--- config.mk ---
export PLATFORM = sky130hd
export DESIGN_NAME = flash_rd_engine
export DESIGN_NICKNAME = d
export VERILOG_FILES = /design/src/rtl/flash_rd_pkg.sv /design/src/rtl/flash_rd_ctrl.sv /design/src/rtl/flash_rd_datapath.sv /design/src/rtl/flash_rd_engine.sv
export SDC_FILE = /design/constraint.sdc
export NUM_CORES = 1
export LEC_CHECK = 0
export BUFFER_PORTS_ARGS = -buffer_cell sky130_fd_sc_hd__clkbuf_2
export CORE_ASPECT_RATIO = 1.1
export CORE_UTILIZATION = 48
export CTS_CLUSTER_DIAMETER = 60
export DETAILED_ROUTE_END_ITERATION = 7
export PLACE_DENSITY = 0.85
export SYNTH_ARGS = -nofsm -noshare
export SYNTH_HDL_FRONTEND = slang
export SYNTH_SLANG_ARGS = --single-unit
--- constraint.sdc ---
create_clock -name clk -period 1.7 [get_ports clk]
set_input_delay 0.17 -clock clk [delete_from_list [all_inputs] [get_ports clk]]
set_output_delay 0.17 -clock clk [all_outputs]
set_load 0.01 [all_outputs]
--- src/rtl/flash_rd_pkg.sv ---
package flash_rd_pkg;

  localparam int CTL_W        = 32;
  localparam int ADDR_W       = 32;
  localparam int DATA_BYTES   = 4;
  localparam int DATA_W       = 8 * DATA_BYTES;
  localparam int CMD_W        = 8 + ADDR_W;
  localparam int CNT_W        = 5;
  localparam int GAP_W        = 4;

  localparam int OPC_LSB      = 16;
  localparam int DUMMY_HI_BIT = 14;
  localparam int DUMMY_LO_LSB = 6;
  localparam int GAP_LSB      = 24;
  localparam int MODE_LSB     = 0;

  localparam logic [1:0] MODE_FAST = 2'd1;

  typedef enum logic [1:0] {
    ST_IDLE,
    ST_XFER,
    ST_GAP
  } engState_t;

  typedef struct packed {
    logic       start;
    logic       sampleBit;
    logic       shiftBit;
    logic       captureByte;
    logic [1:0] lane;
  } dpStrobes_t;

endpackage

--- src/rtl/flash_rd_ctrl.sv ---
module flash_rd_ctrl
  import flash_rd_pkg::*;
#(
  parameter int NUM_CS = 2,
  parameter int CS_W   = 1
) (
  input  logic              clk,
  input  logic              rstN,
  input  logic              reqValid,
  input  logic [CS_W-1:0]   reqCs,
  input  logic [1:0]        reqSize,
  input  logic [1:0]        selMode,
  input  logic [2:0]        selDummy,
  input  logic [GAP_W-1:0]  selGap,
  input  logic              selFour,
  output logic              reqReady,
  output logic              spiSclk,
  output logic [NUM_CS-1:0] spiCsN,
  output logic              rdDone,
  output dpStrobes_t        strb
);

  localparam logic [GAP_W:0] GAP_FULL = (GAP_W+1)'(1 << GAP_W);

  engState_t        state;
  logic             phase;
  logic [2:0]       bitCnt;
  logic [CNT_W-1:0] byteCnt;
  logic [CNT_W-1:0] dataStart;
  logic [CNT_W-1:0] lastByte;
  logic [GAP_W:0]   gapCnt;
  logic             sclk;
  logic [NUM_CS-1:0] csN;
  logic             done;

  logic [CNT_W-1:0] addrLen;
  logic [CNT_W-1:0] dummyLen;
  logic [CNT_W-1:0] dataLen;
  logic [CNT_W-1:0] hdrLen;
  logic [GAP_W:0]   gapLen;
  logic [NUM_CS-1:0] csDec;
  logic [CNT_W-1:0] laneFull;
  logic             accept;

  always_comb begin
    addrLen  = selFour ? CNT_W'(4) : CNT_W'(3);
    dummyLen = (selMode == MODE_FAST) ? CNT_W'(selDummy) : '0;
    unique case (reqSize)
      2'd0:    dataLen = CNT_W'(1);
      2'd1:    dataLen = CNT_W'(2);
      default: dataLen = CNT_W'(DATA_BYTES);
    endcase
    hdrLen = CNT_W'(1) + addrLen + dummyLen;
    gapLen = GAP_FULL - {1'b0, selGap};
    csDec  = ~(NUM_CS'(1) << reqCs);
  end

  assign accept   = (state == ST_IDLE) && reqValid;
  assign laneFull = byteCnt - dataStart;

  always_comb begin
    strb.start       = accept;
    strb.sampleBit   = (state == ST_XFER) && !phase;
    strb.shiftBit    = (state == ST_XFER) && phase;
    strb.captureByte = (state == ST_XFER) && phase && (bitCnt == 3'd7) &&
                       (byteCnt >= dataStart);
    strb.lane        = laneFull[1:0];
  end

  always_ff @(posedge clk or negedge rstN) begin
    if (!rstN) begin
      state     <= ST_IDLE;
      phase     <= 1'b0;
      bitCnt    <= '0;
      byteCnt   <= '0;
      dataStart <= '0;
      lastByte  <= '0;
      gapCnt    <= '0;
      sclk      <= 1'b0;
      csN       <= '1;
      done      <= 1'b0;
    end else begin
      done <= 1'b0;
      unique case (state)
        ST_IDLE: begin
          if (reqValid) begin
            state     <= ST_XFER;
            phase     <= 1'b0;
            bitCnt    <= '0;
            byteCnt   <= '0;
            dataStart <= hdrLen;
            lastByte  <= hdrLen + dataLen - CNT_W'(1);
            gapCnt    <= gapLen;
            csN       <= csDec;
          end
        end
        ST_XFER: begin
          if (!phase) begin
            sclk  <= 1'b1;
            phase <= 1'b1;
          end else begin
            sclk   <= 1'b0;
            phase  <= 1'b0;
            bitCnt <= bitCnt + 3'd1;
            if (bitCnt == 3'd7) begin
              if (byteCnt == lastByte) begin
                state <= ST_GAP;
                csN   <= '1;
                done  <= 1'b1;
              end else begin
                byteCnt <= byteCnt + CNT_W'(1);
              end
            end
          end
        end
        ST_GAP: begin
          if (gapCnt <= (GAP_W+1)'(1)) state <= ST_IDLE;
          else                         gapCnt <= gapCnt - (GAP_W+1)'(1);
        end
        default: state <= ST_IDLE;
      endcase
    end
  end

  assign reqReady = (state == ST_IDLE);
  assign spiSclk  = sclk;
  assign spiCsN   = csN;
  assign rdDone   = done;

  p_single_cs_r2: assert property (@(posedge clk) disable iff (!rstN)
    $onehot0(~spiCsN));

  p_sclk_idle_r2: assert property (@(posedge clk) disable iff (!rstN)
    (&spiCsN) |-> !spiSclk);

  p_sclk_toggle_r2: assert property (@(posedge clk) disable iff (!rstN)
    ((state == ST_XFER) && $past(state == ST_XFER)) |-> (spiSclk != $past(spiSclk)));

  p_done_pulse_r8: assert property (@(posedge clk) disable iff (!rstN)
    rdDone |=> !rdDone);

  p_done_desel_r8: assert property (@(posedge clk) disable iff (!rstN)
    rdDone |-> (&spiCsN));

  p_gap_hold_r9: assert property (@(posedge clk) disable iff (!rstN)
    rdDone |-> !reqReady);

endmodule

--- src/rtl/flash_rd_datapath.sv ---
module flash_rd_datapath
  import flash_rd_pkg::*;
(
  input  logic              clk,
  input  logic              rstN,
  input  dpStrobes_t        strb,
  input  logic [7:0]        opcode,
  input  logic              fourByte,
  input  logic [ADDR_W-1:0] offset,
  input  logic              spiMiso,
  output logic              spiMosi,
  output logic [DATA_W-1:0] rdData
);

  logic [CMD_W-1:0]  cmdShift;
  logic [7:0]        rxByte;
  logic [DATA_W-1:0] dataReg;

  always_ff @(posedge clk or negedge rstN) begin
    if (!rstN) begin
      cmdShift <= '0;
    end else if (strb.start) begin
      cmdShift <= fourByte ? {opcode, offset} : {opcode, offset[23:0], 8'h00};
    end else if (strb.shiftBit) begin
      cmdShift <= {cmdShift[CMD_W-2:0], 1'b0};
    end
  end

  always_ff @(posedge clk or negedge rstN) begin
    if (!rstN)               rxByte <= '0;
    else if (strb.sampleBit) rxByte <= {rxByte[6:0], spiMiso};
  end

  always_ff @(posedge clk or negedge rstN) begin
    if (!rstN) begin
      dataReg <= '0;
    end else if (strb.start) begin
      dataReg <= '0;
    end else if (strb.captureByte) begin
      for (int i = 0; i < DATA_BYTES; i++) begin
        if (strb.lane == 2'(i)) dataReg[i*8 +: 8] <= rxByte;
      end
    end
  end

  assign spiMosi = cmdShift[CMD_W-1];
  assign rdData  = dataReg;

  p_capture_after_sample_r7: assert property (@(posedge clk) disable iff (!rstN)
    strb.captureByte |-> $past(strb.sampleBit));

  p_no_shift_on_start_r3: assert property (@(posedge clk) disable iff (!rstN)
    strb.start |-> !strb.shiftBit && !strb.captureByte);

endmodule

--- src/rtl/flash_rd_engine.sv ---
module flash_rd_engine
  import flash_rd_pkg::*;
#(
  parameter int NUM_CS = 2,
  localparam int CS_W  = (NUM_CS > 1) ? $clog2(NUM_CS) : 1
) (
  input  logic                    clk,
  input  logic                    rstN,
  input  logic [NUM_CS*CTL_W-1:0] ctlRegs,
  input  logic [NUM_CS-1:0]       addrFourByte,
  input  logic                    reqValid,
  input  logic [CS_W-1:0]         reqCs,
  input  logic [ADDR_W-1:0]       reqOffset,
  input  logic [1:0]              reqSize,
  output logic                    reqReady,
  output logic [DATA_W-1:0]       rdData,
  output logic                    rdDone,
  output logic [NUM_CS-1:0]       spiCsN,
  output logic                    spiSclk,
  output logic                    spiMosi,
  input  logic                    spiMiso
);

  logic [CTL_W-1:0] ctlArr [NUM_CS];

  for (genvar g = 0; g < NUM_CS; g++) begin : g_ctl
    assign ctlArr[g] = ctlRegs[g*CTL_W +: CTL_W];
  end

  logic [CTL_W-1:0] selCtl;
  logic             selFour;
  logic [7:0]       selOpcode;
  logic [1:0]       selMode;
  logic [2:0]       selDummy;
  logic [GAP_W-1:0] selGap;
  logic             unusedCtlBits;

  assign selCtl        = ctlArr[reqCs];
  assign selFour       = addrFourByte[reqCs];
  assign selOpcode     = selCtl[OPC_LSB +: 8];
  assign selMode       = selCtl[MODE_LSB +: 2];
  assign selDummy      = {selCtl[DUMMY_HI_BIT], selCtl[DUMMY_LO_LSB +: 2]};
  assign selGap        = selCtl[GAP_LSB +: GAP_W];
  assign unusedCtlBits = ^{selCtl[31:28], selCtl[15], selCtl[13:8], selCtl[5:2]};

  dpStrobes_t strb;

  flash_rd_ctrl #(
    .NUM_CS(NUM_CS),
    .CS_W  (CS_W)
  ) u_ctrl (
    .clk     (clk),
    .rstN    (rstN),
    .reqValid(reqValid),
    .reqCs   (reqCs),
    .reqSize (reqSize),
    .selMode (selMode),
    .selDummy(selDummy),
    .selGap  (selGap),
    .selFour (selFour),
    .reqReady(reqReady),
    .spiSclk (spiSclk),
    .spiCsN  (spiCsN),
    .rdDone  (rdDone),
    .strb    (strb)
  );

  flash_rd_datapath u_dp (
    .clk     (clk),
    .rstN    (rstN),
    .strb    (strb),
    .opcode  (selOpcode),
    .fourByte(selFour),
    .offset  (reqOffset),
    .spiMiso (spiMiso),
    .spiMosi (spiMosi),
    .rdData  (rdData)
  );

endmodule

==> flow_metrics.env <==
export IMPL_status="finished, violations left"
export IMPL_violations="setup timing"
export IMPL_p_sw_share_pct=37.8
export IMPL_n_antenna_cell=0
export IMPL_dr_pass1_iters=5
export IMPL_drive_gt1_share_pct=37.3
export IMPL_final_nets=850
export IMPL_slowest_delay_ns=0.53
export IMPL_grt_max_degree=64
export IMPL_m1WireLength_um=5980
export IMPL_dp_cells=843
export IMPL_fill_cells=887
export IMPL_synth_seq_cells=109
export IMPL_finalCritPeriodShare_pct=139
export IMPL_critical_path_top_delay_family="adder cells"
export IMPL_worstSetupStartpoint="reqCs"
export IMPL_clock_skew_ns=0.0102
export IMPL_fmax_mhz=424
export IMPL_syn_area_per_cell_um2=10.0
export IMPL_postRouteAntennaNets=0
export IMPL_worstPathCellList="clkbuf_16 > o32a_1 > or2_4 > ha_4 > inv_4 > fa_2 > inv_2 > ha_4 > inv_2 > ha_4 > inv_2 > fa_2 > o21ai_2"
export IMPL_place_congestion=0.887
export IMPL_initial_core_util_pct=49.4
export IMPL_timing_final_ws_setup_ns=-0.658
export IMPL_grt_pass1_wl_um=22500
export IMPL_p_sw_w=0.00428
export IMPL_yosys_area_share_adder_pct=4.90
export IMPL_post_synth_top_area_cell="dfrtp_1"
export IMPL_maxCapViolCount=0
export IMPL_synth_area_um2=5670
export IMPL_hold_ws_ns=0.0676
export IMPL_highest_layer="met4"
export IMPL_powerDensity_nw_per_um2=1510
export IMPL_required_ns=1.93
export IMPL_setup_viol=37
export IMPL_io_pins=143
export IMPL_maxSlewHeadroom_pct=70.4
export IMPL_drv_slew=0
export IMPL_fp_dieW_um=106
export IMPL_avgRoutedWirePerCell_um=15.9
export IMPL_dp_hpwl_um=9850
export IMPL_cp_arrival_ns=2.59
export IMPL_antenna_found_initial=0
export IMPL_coreArea_um2=11500
export IMPL_dr_wl_met2_um=7140
export IMPL_clk_latency_ns=0.35
export IMPL_final_area_um2=7510
export IMPL_min_period_ns=2.36
export IMPL_slowest_stage="fa_2"
export IMPL_cts_sinks=109
export IMPL_dr_wl_met3_um=657
export IMPL_drc=0
export IMPL_vias=4821
export IMPL_hp_class="in -> reg"
export IMPL_areaGrowthSynthToFinish_pct=32.4
export IMPL_synth_top_family_by_area="multiplexers"
export IMPL_h_tree_depth=3
export IMPL_p_leak_nw=3.86
export IMPL_rsz0062_at_grt="true"
export IMPL_hold_viol_final=0
export IMPL_tightest_slew_ns=0.443
export IMPL_routed_wirelength_um=14000
export IMPL_reg2regPathDepth=8
export IMPL_dominantRegCellSynth="dfrtp_1"
export IMPL_worst_hold_startpoint="spiMiso"
export IMPL_drtIter0Drc=279
export IMPL_fin_cells=879
export IMPL_io_buffers=112
export IMPL_place_area_um2=6800
export IMPL_worst_setup_path_type="in -> reg"
export IMPL_synth_cell_types=52
export IMPL_synthSimpleGateAreaFrac_pct=13.5
export IMPL_synth_edf_count=0
export IMPL_clockBufferDepth=2
export IMPL_clk_pin_slew_ns=0.08
export IMPL_synth_xor_area_share_pct=1.54
export IMPL_async_flop_share_pct=100
export IMPL_p_seq_share_pct=38.5
export IMPL_multi_input_area_um2=3000
export IMPL_die_area_um2=12300
export IMPL_synth_area_leaders="dfrtp_1, mux2i_1, nor2_1"
export IMPL_cp_end_kind="flop"
export IMPL_path_max_fanout=6
export IMPL_rows=41
export IMPL_synth_mux_area_fraction_pct=14.5
export IMPL_synth_compound_area_share_pct=13.3
export IMPL_synthCells=566
export IMPL_synth_nets=692
export IMPL_via_per_inst=5.48
export IMPL_combPwrFrac_pct=42.4
export IMPL_synth_seq_area_share_pct=48.1
export IMPL_internal_power_w=0.00706
export IMPL_crit_buf_inv=5
export IMPL_ir_worst_vdd_mv=0.841
export IMPL_critical_path_depth=13
export IMPL_clockRootBuffer="clkbuf_16"
export IMPL_regArea_um2=2730
export IMPL_die_y_um=116
export IMPL_numCtsBuffers=9
export IMPL_r2r_start="u_ctrl.bitCnt[1]"
export IMPL_cts_tree="done"
export IMPL_pwr_share_clk_pct=19.1
export IMPL_grt_use_total_pct=23.1
export IMPL_worst_setup_path_start_kind="input pin"
export IMPL_gr_total_overflow=0
export IMPL_synth_top_area_share_pct=47.2
export IMPL_yosysWarnings=0
export IMPL_holdPathStages=2
export IMPL_grt_pass1_vias=4774
[power by group through the flow]
stage	clock network [W]	logic [W]	registers (W)
global route	0.00231	0.00533	0.00448
floorplan	0	0.00274	0.00428
global placement	0	0.00400	0.00427
finish	0.00217	0.00480	0.00436
CTS	0.00220	0.00457	0.00430
detailed placement	0	0.00424	0.00433
[cell usage in the layout (no fill, tap or decap), types with 2 or more instances in the layout]
cell type and count:
inv_2 9, a21oi_1 30, o21ai_2 3, xor2_1 7, buf_4 59, inv_6 2
a22oi_1 7, dfstp_2 2, mux2i_1 67, dfrtp_1 106, o21ai_1 5, a211oi_2 2
clkbuf_2 109, inv_1 10, nor3_1 3, nand2b_1 3, nor2_2 3, nor3_2 3
mux2i_2 4, nand2_2 6, nand4b_1 2, nand2_1 52, buf_6 4, nand3_1 7
ha_1 10, a21oi_2 5, nor2_4 2, ha_4 9, nor2_1 76, o21ai_0 36
a21o_1 3, and3_1 2, clkbuf_16 10, mux2_2 9, fa_2 2, a22o_1 5
a221o_1 11, buf_12 7
[worst register-to-register path, delay by kind of cell (launching register included)]
family / cells / cell delay [ns]
buffers and inverters: 1 / 0.20
AO/OA/AOI/OAI: 1 / 0.31
adder cells (fa/ha/maj): 2 / 0.30
flip-flops: 1 / 0.40
AND/OR/NAND/NOR: 3 / 0.42
multiplexers: 1 / 0.15
[path summary, 6_finish.rpt]
kind	to	slack (ns)
max	u_ctrl.lastByte[2]	-0.66
max in group asynchronous	u_dp.cmdShift[25]	0.93
min reg2reg	u_dp.cmdShift[18]	0.49
min in group asynchronous	u_ctrl.rdDone	0.23
min	u_dp.rxByte[0]	0.07
max reg2reg	u_dp.rdData[25]	-0.19
[sequential cells by signal, summed over array words and instances (netlist names)]
signal and count:
u_ctrl.spiCsN 2, u_dp.rdData 32, u_ctrl.lastByte 5, u_ctrl.bitCnt 3
u_ctrl.dataStart 4, u_ctrl.state 2, u_ctrl.phase 1, u_ctrl.rdDone 1
u_dp.cmdShift 40, u_ctrl.gapCnt 5, u_ctrl.spiSclk 1, u_dp.rxByte 8
u_ctrl.byteCnt 5
[cells in the mapped netlist, types with 2 or more instances]
library cell / instances
nor3_1: 5
dfstp_2: 2
nand4b_1: 2
buf_2: 15
nand2_1: 56
nand2b_1: 4
nand3_1: 7
and2_1: 2
nor2_1: 80
inv_1: 19
and3_1: 2
buf_4: 3
clkbuf_1: 12
a221o_1: 11
fa_1: 2
or2_2: 2
ha_1: 19
xnor2_1: 2
dfrtp_1: 107
buf_1: 4
xor2_1: 8
o21ai_0: 42
o21ai_1: 3
mux2i_1: 72
nand2_2: 2
a21oi_1: 35
a22o_1: 5
o22ai_1: 2
mux2_2: 9
a21o_1: 4
a22oi_1: 7
[stage by stage]
step | utilization [%] | worst slack, ns | total power [W] | setup TNS, ns
detailed placement | 59.2 | -1.13 | 0.00858 | -13.25
global route | 65.4 | -0.723 | 0.0121 | -8.28
finish | 65.4 | -0.658 | 0.0113 | -4.80
CTS | 63.7 | -0.646 | 0.0111 | -3.53
global placement | 59.2 | -1.01 | 0.00827 | -8.68
floorplan | - | -0.960 | 0.00702 | -3.73
[cells by family (layout without fill, tap and decap cells)]
kind of cell    Yosys count  after routing
flops                   109            109
simple gates            172            172
compound gates          119            119
buf+inv                  54            217
xor+xnor                 10             10
fa+ha+maj                21             21
mux                      81             81
[per-layer routing]
layer / GRT usage [%] / vias to the layer above
li1: - / 2291
met1: 29.3 / 2336
met2: 41.6 / 173
met3: 3.99 / 21
met4: 4.91 / 0
met5: 0 / -
[timing repair]
item	in CTS	in global routing
setup endpoints to repair	44	58
endpoints found under the hold margin	89	0
resized for setup	29	25
setup buffers	8	11
hold buffers	1	0
pin swaps	14	23
[layout make-up]
class / instances / share of cell area, %
multi-input cells: 403 / 39.9
flip-flops and latches: 109 / 36.4
repair buffers: 181 / 16.1
clock buffers: 9 / 3.00
well taps: 150 / 2.50
clock inverters: 7 / 1.07
inverters: 20 / 1.03
No activity file was read; power rests on OpenSTA's default activity.
